<file path="src/rtl/scan_irq_pkg.sv">
package scan_irq_pkg;

  typedef enum logic [1:0] {
    SEL_COUNT  = 2'b00,
    SEL_RELOAD = 2'b01,
    SEL_STOP   = 2'b10,
    SEL_START  = 2'b11
  } reg_sel_e;

  typedef struct packed {
    logic load_cnt;
    logic load_rel;
    logic stop;
    logic start;
  } strobe_t;

endpackage

</file>
<file path="src/rtl/scan_reg_decode.sv">
module scan_reg_decode
  import scan_irq_pkg::*;
(
  input  logic       wr_en,
  input  logic [1:0] wr_sel,
  output strobe_t    stb,
  output logic       any_wr
);

  always_comb begin
    stb = '0;
    if (wr_en) begin
      case (reg_sel_e'(wr_sel))
        SEL_COUNT:  stb.load_cnt = 1'b1;
        SEL_RELOAD: stb.load_rel = 1'b1;
        SEL_STOP:   stb.stop     = 1'b1;
        default:    stb.start    = 1'b1;
      endcase
    end
  end

  assign any_wr = wr_en;

endmodule

</file>
<file path="src/rtl/scan_line_qualify.sv">
module scan_line_qualify #(
  parameter int LINE_W    = 9,
  parameter int LAST_LINE = 239
) (
  input  logic              line_tick,
  input  logic [LINE_W-1:0] line_num,
  input  logic              bg_show,
  input  logic              spr_show,
  input  logic              any_wr,
  output logic              step
);

  localparam logic [LINE_W-1:0] LAST_L = LINE_W'(LAST_LINE);

  logic visible;
  logic drawing;

  assign visible = (line_num <= LAST_L);
  assign drawing = bg_show | spr_show;
  // a register write in the same cycle wins; the tick is dropped
  assign step    = line_tick & visible & drawing & ~any_wr;

endmodule

</file>
<file path="src/rtl/scan_down_counter.sv">
module scan_down_counter
  import scan_irq_pkg::*;
#(
  parameter int CNT_W = 8
) (
  input  logic             clk,
  input  logic             rst_n,
  input  strobe_t          stb,
  input  logic [CNT_W-1:0] wr_data,
  input  logic             step,
  output logic             fire
);

  localparam logic [CNT_W-1:0] ONE = CNT_W'(1);

  logic [CNT_W-1:0] cnt_q;
  logic [CNT_W-1:0] rel_q;
  logic             run_q;
  logic             at_zero;
  logic             advance;

  assign at_zero = (cnt_q == '0);
  assign advance = step & run_q;
  assign fire    = advance & at_zero;

  always_ff @(posedge clk) begin
    if (!rst_n) begin
      cnt_q <= '0;
      rel_q <= '0;
      run_q <= 1'b0;
    end else begin
      if (stb.load_rel) rel_q <= wr_data;
      if (stb.load_cnt) begin
        cnt_q <= wr_data;
      end else if (advance) begin
        cnt_q <= at_zero ? rel_q : (cnt_q - ONE);
      end
      if (stb.start)     run_q <= 1'b1;
      else if (stb.stop) run_q <= 1'b0;
    end
  end

  AST_CNT_LOAD: assert property (@(posedge clk) disable iff (!rst_n)
    stb.load_cnt |=> (cnt_q == $past(wr_data)));
  AST_CNT_DEC: assert property (@(posedge clk) disable iff (!rst_n)
    (step && run_q && !at_zero && !stb.load_cnt) |=> (cnt_q == $past(cnt_q) - ONE));
  AST_CNT_RELOAD: assert property (@(posedge clk) disable iff (!rst_n)
    (step && run_q && at_zero && !stb.load_cnt) |=> (cnt_q == $past(rel_q)));
  AST_CNT_IDLE: assert property (@(posedge clk) disable iff (!rst_n)
    (!run_q && !stb.load_cnt) |=> $stable(cnt_q));
  AST_START_SET: assert property (@(posedge clk) disable iff (!rst_n)
    stb.start |=> run_q);
  AST_STOP_CLR: assert property (@(posedge clk) disable iff (!rst_n)
    stb.stop |=> !run_q);

endmodule

</file>
<file path="src/rtl/scan_irq_flag.sv">
module scan_irq_flag (
  input  logic clk,
  input  logic rst_n,
  input  logic fire,
  input  logic ack,
  output logic irq
);

  always_ff @(posedge clk) begin
    if (!rst_n)    irq <= 1'b0;
    else if (ack)  irq <= 1'b0;
    else if (fire) irq <= 1'b1;
  end

  AST_IRQ_ACK: assert property (@(posedge clk) disable iff (!rst_n)
    ack |=> !irq);
  AST_IRQ_HOLD: assert property (@(posedge clk) disable iff (!rst_n)
    (irq && !ack) |=> irq);
  AST_IRQ_CAUSE: assert property (@(posedge clk) disable iff (!rst_n)
    $rose(irq) |-> $past(fire));

endmodule

</file>
<file path="src/rtl/scan_irq_counter.sv">
module scan_irq_counter
  import scan_irq_pkg::*;
#(
  parameter int CNT_W     = 8,
  parameter int LINE_W    = 9,
  parameter int LAST_LINE = 239
) (
  input  logic              clk,
  input  logic              rst_n,
  input  logic              wr_en,
  input  logic [1:0]        wr_sel,
  input  logic [CNT_W-1:0]  wr_data,
  input  logic              line_tick,
  input  logic [LINE_W-1:0] line_num,
  input  logic              bg_show,
  input  logic              spr_show,
  output logic              irq
);

  strobe_t stb;
  logic    any_wr;
  logic    step;
  logic    fire;

  scan_reg_decode u_dec (
    .wr_en  (wr_en),
    .wr_sel (wr_sel),
    .stb    (stb),
    .any_wr (any_wr)
  );

  scan_line_qualify #(.LINE_W(LINE_W), .LAST_LINE(LAST_LINE)) u_qual (
    .line_tick (line_tick),
    .line_num  (line_num),
    .bg_show   (bg_show),
    .spr_show  (spr_show),
    .any_wr    (any_wr),
    .step      (step)
  );

  scan_down_counter #(.CNT_W(CNT_W)) u_cnt (
    .clk     (clk),
    .rst_n   (rst_n),
    .stb     (stb),
    .wr_data (wr_data),
    .step    (step),
    .fire    (fire)
  );

  scan_irq_flag u_flag (
    .clk   (clk),
    .rst_n (rst_n),
    .fire  (fire),
    .ack   (stb.stop),
    .irq   (irq)
  );

  AST_WR_PRIO: assert property (@(posedge clk) disable iff (!rst_n)
    (wr_en && line_tick && wr_sel != 2'b10 && !irq) |=> !irq);
  AST_HIDDEN_LINE: assert property (@(posedge clk) disable iff (!rst_n)
    (line_num > LINE_W'(LAST_LINE) || !(bg_show || spr_show)) |-> !step);

endmodule

</file>
<file path="config.mk">
export PLATFORM = sky130hd
export DESIGN_NAME = scan_irq_counter
export DESIGN_NICKNAME = d
export VERILOG_FILES = /design/src/rtl/scan_irq_pkg.sv /design/src/rtl/scan_reg_decode.sv /design/src/rtl/scan_line_qualify.sv /design/src/rtl/scan_down_counter.sv /design/src/rtl/scan_irq_flag.sv /design/src/rtl/scan_irq_counter.sv
export SDC_FILE = /design/constraint.sdc
export NUM_CORES = 1
export LEC_CHECK = 0
export ABC_AREA = 1
export BUFFER_PORTS_ARGS = -buffer_cell sky130_fd_sc_hd__buf_2
export CORE_UTILIZATION = 57
export DETAILED_ROUTE_END_ITERATION = 8
export PLACE_DENSITY = 0.91
export SETUP_SLACK_MARGIN = 0.4
export SLEW_MARGIN = 20
export SYNTH_ARGS = -nofsm -noshare
export SYNTH_HDL_FRONTEND = slang
export SYNTH_SLANG_ARGS = --single-unit
export TNS_END_PERCENT = 10
</file>
<file path="constraint.sdc">
create_clock -name clk -period 3.7 [get_ports clk]
set_input_delay 1.11 -clock clk [delete_from_list [all_inputs] [get_ports clk]]
set_output_delay 1.11 -clock clk [all_outputs]
set_load 0.01 [all_outputs]
</file>
### Word-level counts from Yosys, hierarchy flattened

Cells that the tools add are included.

* flip-flop bits (word level): 18
* bits in latches: 0
* memory bits (writable): 0
* ROM bits: 0
* input port bits: 25
* output and inout bits: 1
* word-level logic and storage cells: 32
* memories: 0

* $add $sub $neg: 1
* multiply operators: 0
* divide/modulo/power cells: 0
* $lt $le $gt $ge: 1
* equal/unequal tests: 2
* shifts and indexed selects: 0
* muxes and demuxes: 10
* bitwise operators: 8
* reductions and logical operators: 6

Operators by type and width (count)
* 8-bit two-way mux: 3
* 9-bit by 8-bit less-or-equal comparator with 1-bit output (second input constant): 1
* 8-bit logical NOT: 1
* 8-bit by 1-bit subtractor with 8-bit output (second input constant): 1
* 1-bit two-way mux: 6
* 1-bit bitwise AND: 5
* 4-bit two-way mux: 1
* 2-bit nonzero test: 2
* 3-bit OR reduction: 1
* 2-bit by 1-bit == test with 1-bit output (second input constant): 1
* 2-bit == test (second input constant): 1
* 2-bit logical NOT: 1
* 1-bit NOT: 2
* 2-bit OR reduction: 1
* 1-bit OR: 1

### Longest topological paths before layout

* depth in word-level cells: 7
* depth in mapped cells: 9
* mapped depth without buffers: 9

### Cells and area by module

From an unflattened synthesis, not the netlist that was laid out.

* cell total of the unflattened synthesis: 169
* area, all modules: 1063.5 µm²

Modules (own cells, without submodules)
* scan_down_counter: instances 1, cells an instance 144, area an instance 945.9 µm², sequential area each 340.3 µm²
* scan_line_qualify: instances 1, cells an instance 11, area an instance 45.0 µm², sequential area each 0.0 µm²
* scan_reg_decode: instances 1, cells an instance 9, area an instance 37.5 µm², sequential area each 0.0 µm²
* scan_irq_flag: instances 1, cells an instance 5, area an instance 35.0 µm², sequential area each 20.0 µm²

### Least setup slack after synthesis

Ideal clock, no wire load.

* path kind: input to register
* start: input wr_sel[0]
* end: register u_cnt.rel_q[5]
* library setup time: 0.119 ns
* arrival: 1.761 ns
* required time: 3.581 ns
* slack: 1.820 ns
* stages: 6
* buffers on the path: 1
* path through: inv_1 nor3_2 inv_1 buf_2 o21ai_0 a21oi_1

* cells in the longest elaborated chain, start to end: 3

RTL lines
* start: declaration: RTL line scan_irq_counter.sv:11 `input logic [1:0] wr_sel,`
* 2-bit by 1-bit == test with 1-bit output: RTL line scan_reg_decode.sv:13 `case (reg_sel_e'(wr_sel))`
* 1-bit two-way mux: RTL line scan_reg_decode.sv:13
* 4-bit two-way mux: RTL line scan_reg_decode.sv:12 `if (wr_en) begin`
* end signal: assignment: RTL line scan_down_counter.sv:32 `if (stb.load_rel) rel_q <= wr_data;`
* end: declaration: RTL line scan_down_counter.sv:17 `logic [CNT_W-1:0] rel_q;`

No other way between the ends.
A chain may end at the register's enable or synchronous reset.

### Worst setup path in the final report

* start: input wr_en
* end: register u_cnt.cnt_q[0]

* cells in the longest elaborated chain, start to end: 4
* elaborated cells between the ends (all ways): 6
* classes of those cells: 2 x mux; 3 x bitwise; 1 x reduce/logical

RTL lines
* start: declaration: RTL line scan_irq_counter.sv:10 `input logic wr_en,`
* 1-bit NOT: RTL line scan_line_qualify.sv:21 `assign step = line_tick & visible & drawing & ~any_wr;`
* 1-bit bitwise AND: RTL line scan_line_qualify.sv:21
* 1-bit bitwise AND: RTL line scan_down_counter.sv:23 `assign advance = step & run_q;`
* 2-bit nonzero test (no source line)
* end signal: assignment: RTL line scan_down_counter.sv:34 `cnt_q <= wr_data;`
* end signal: assignment: RTL line scan_down_counter.sv:36 `cnt_q <= at_zero ? rel_q : (cnt_q - ONE);`
* end: declaration: RTL line scan_down_counter.sv:16 `logic [CNT_W-1:0] cnt_q;`

Several ways; a longest one is shown, not always the timed one.

==> flow_metrics.tcl <==
set metrics [dict create \
    timing.hold.worst_endpoint "u_cnt.rel_q[6]" \
    synth.yosys.warnings 0 \
    kind_of_capture_point_of_the_worst_setup_path "flip-flop" \
    synth.top_cell.area_share_pct 31.10 \
    status "finished clean" \
    pin_count_of_the_biggest_net_entering_global_routing 15 \
    post_synth_main_area_contributors "dfxtp_1, nand2_1, inv_1, nor2_1, nand3_1" \
    syn-mean-instance-area_um2 6.163 \
    die_w_um 47.09 \
    dieArea_um2 2217 \
    grt_antenna_before_repair 0 \
    core-area_um2 1821 \
    grt-ovfl-total 0 \
    ys_ff_latch 18 \
    slew_viol_final 0 \
    dpl.hpwl_mm 2.011 \
    mean_number_of_vias_per_cell 5.241 \
    hp-start "u_cnt.rel_q[6]" \
    synth_area_um2 1159 \
    synth_cell_type_count 21 \
    post_cts_resized 0 \
    period_needed_ps 1901 \
    setup_total_negative_slack_ps 0 \
    htree_num_levels 1 \
    synth_ff_type "dfxtp_1" \
    tritoncts.num_buffers 3 \
    finalClockSkew_ps 3.034 \
    synth_top_cells_by_count "nand2_1, inv_1, nor2_1" \
    synth_enable_flop_cells 0 \
    initialDrtViolationCount 26 \
    postCtsSetupRepairBufs 0 \
    buffer_ports.inserted 21 \
    fmax_mhz 526.1 \
    fin_hold_viols 0 \
    r2r_end "u_cnt.cnt_q[0]" \
    area_overhead_vs_synth_pct 14.47 \
    rows 15 \
    min_delay_path_depth 2 \
    all_layer_gr_usage_pct 27.94 \
    power_density_nw_per_um2 333.0 \
    antenna_violating_nets_post_route 0 \
    worst-r2r-cell-count 8 \
    die_y_um 47.09 \
    tightest_slew_ps 392.1 \
    drive_gt1_share_pct 16.98 \
    tritoncts "built" \
    finalSetupViolations 0 \
    final_wl_mm 2.639 \
    async_flop_share_pct 0 \
    worstSetupStartpointType "input port" \
    criticalPathCategory "in2reg" \
    clkSinkCount 18 \
    reg2reg_slack_ps 2180 \
    clk_latency_ps 300 \
    final_net_count 240 \
    drt_first_pass_iters 5 \
    post-route-drc-count 0 \
    rsz_0062_raised_after_global_routing "no" \
    synthMostInstantiatedCell "nand2_1" \
    layout_worst_path_cycle_share_pct 51.37 \
    relSlewSlack_pct 73.83 \
    crit_fanout 10 \
    critical_path_arrival_ps 2100 \
    crit_required_ps 3900 \
    clock_tree.root_cell "clkbuf_4" \
    synthesized_instance_count 188 \
    vias_in_the_first_global_route 1097 \
    utilization_pct 72.85 \
    maxCapViolations 0 \
    initial_core_util_pct 63.64 \
    synthesis.nets 215 \
    globalplace.congestion 0.9034 \
    grt_first_pass_wirelength_mm 4.464 \
    cts-root-to-sink-buffers 2 \
    clk_pin_slew_ps 110 \
    sequential_share_of_the_synthesized_area_pct 31.10 \
    routed-via-count 1242 \
    hold_class "reg2reg" \
    vdd.ir_drop.worst_uv 314.4 \
    cts_hold_buf 0 \
    floorplan.io_pins 26 \
    post_drt_wl_per_cell_um 11.14 \
    synth_largest_area_cell "dfxtp_1" \
    reg_to_reg_critical_path_startpoint "u_cnt.cnt_q[0]" \
    power.leakage_uw 0.0007303 \
    inserted_diodes 0 \
]
[registers in the layout, summed over array words and instances (netlist names)]
name and cells:
u_cnt.cnt_q 8, u_flag.irq 1, u_cnt.run_q 1, u_cnt.rel_q 8
[logic make-up (layout without fill, tap and decap cells)]
group / after synthesis / count (layout) / share of synthesized area, %
AO/OA/AOI/OAI: 25 / 25 / 10.80
XOR/XNOR: 1 / 1 / 0.7561
adder cells (fa/ha/maj): 2 / 2 / 2.159
buffers and inverters: 35 / 59 / 11.45
flip-flops: 18 / 18 / 31.10
AND/OR/NAND/NOR: 107 / 107 / 43.74
[critical path, cell delays in order]
cell and delay, ps:
buf_2 120, inv_1 80, nand2_1 60, nor2_1 120
nand3_2 190, nand3_1 150, nand2_1 80, nor2_1 130
nor2_1 50
[cells in the final DEF, fill, tap and decap left out]
cell type,Yosys,layout
a21oi_1,14,14
buf_2,1,21
clkbuf_4,0,3
clkbuf_8,0,1
dfxtp_1,18,18
ha_1,2,2
inv_1,33,33
inv_2,1,1
nand2_1,50,50
nand2_2,1,1
nand2_4,1,1
nand3_1,15,15
nand3_2,2,2
nand3_4,1,1
nand3b_1,2,2
nand4_1,1,1
nor2_1,29,29
nor2_2,1,1
nor2_4,2,2
nor2_8,1,1
nor3_2,1,1
o21ai_0,11,11
xor2_1,1,1
[cell type report]
cell class / instances / area, µm²
fill: 161 / 494.2
sequential: 18 / 360.3
inverter: 34 / 127.6
timing repair buffer: 21 / 105.1
tap: 25 / 31.28
clock buffer: 4 / 36.28
multi-input combinational: 135 / 665.6
[layer usage]
metal / vias up / wire (µm) / GRT usage (%)
li1: 631 / - / -
met1: 558 / 1173 / 36.94
met2: 47 / 1266 / 46.11
met3: 6 / 165 / 5.385
met4: 0 / 34 / 8.571
met5: - / 0 / 0
[stage by stage]
step	cell area (µm²)	total power (µW)	setup WS [ps]	std cells	hold slack, ps
detailed placement	1290	317.8	1526	233	443.1
floorplan	1159	288.1	1820	188	429.1
global placement	1290	313.9	1565	233	438.8
global route	1326	462.7	1688	237	481.9
CTS	1326	438.6	1824	237	458.5
finish	1326	441.6	1799	237	457.8
[worst max-delay path by stage]
stage	startpoint	endpoint	cells after the start
after floorplan	wr_sel[0]	u_cnt.rel_q[5]	6
after global placement	line_num[5]	u_cnt.cnt_q[4]	10
after detailed placement	line_num[5]	u_cnt.cnt_q[4]	10
after CTS	u_flag.irq	irq	1
after global routing	wr_en	u_cnt.cnt_q[0]	9
final	wr_en	u_cnt.cnt_q[0]	9
[report_power, final]
| group | total, µW | internal, µW | switching (µW) |
|---|---|---|---|
| Sequential | 209 | 203 | 6.30 |
| Combinational | 106 | 40.1 | 66.1 |
| Clock | 127 | 60.1 | 66.4 |
Power figures use the tool's default switching activity.
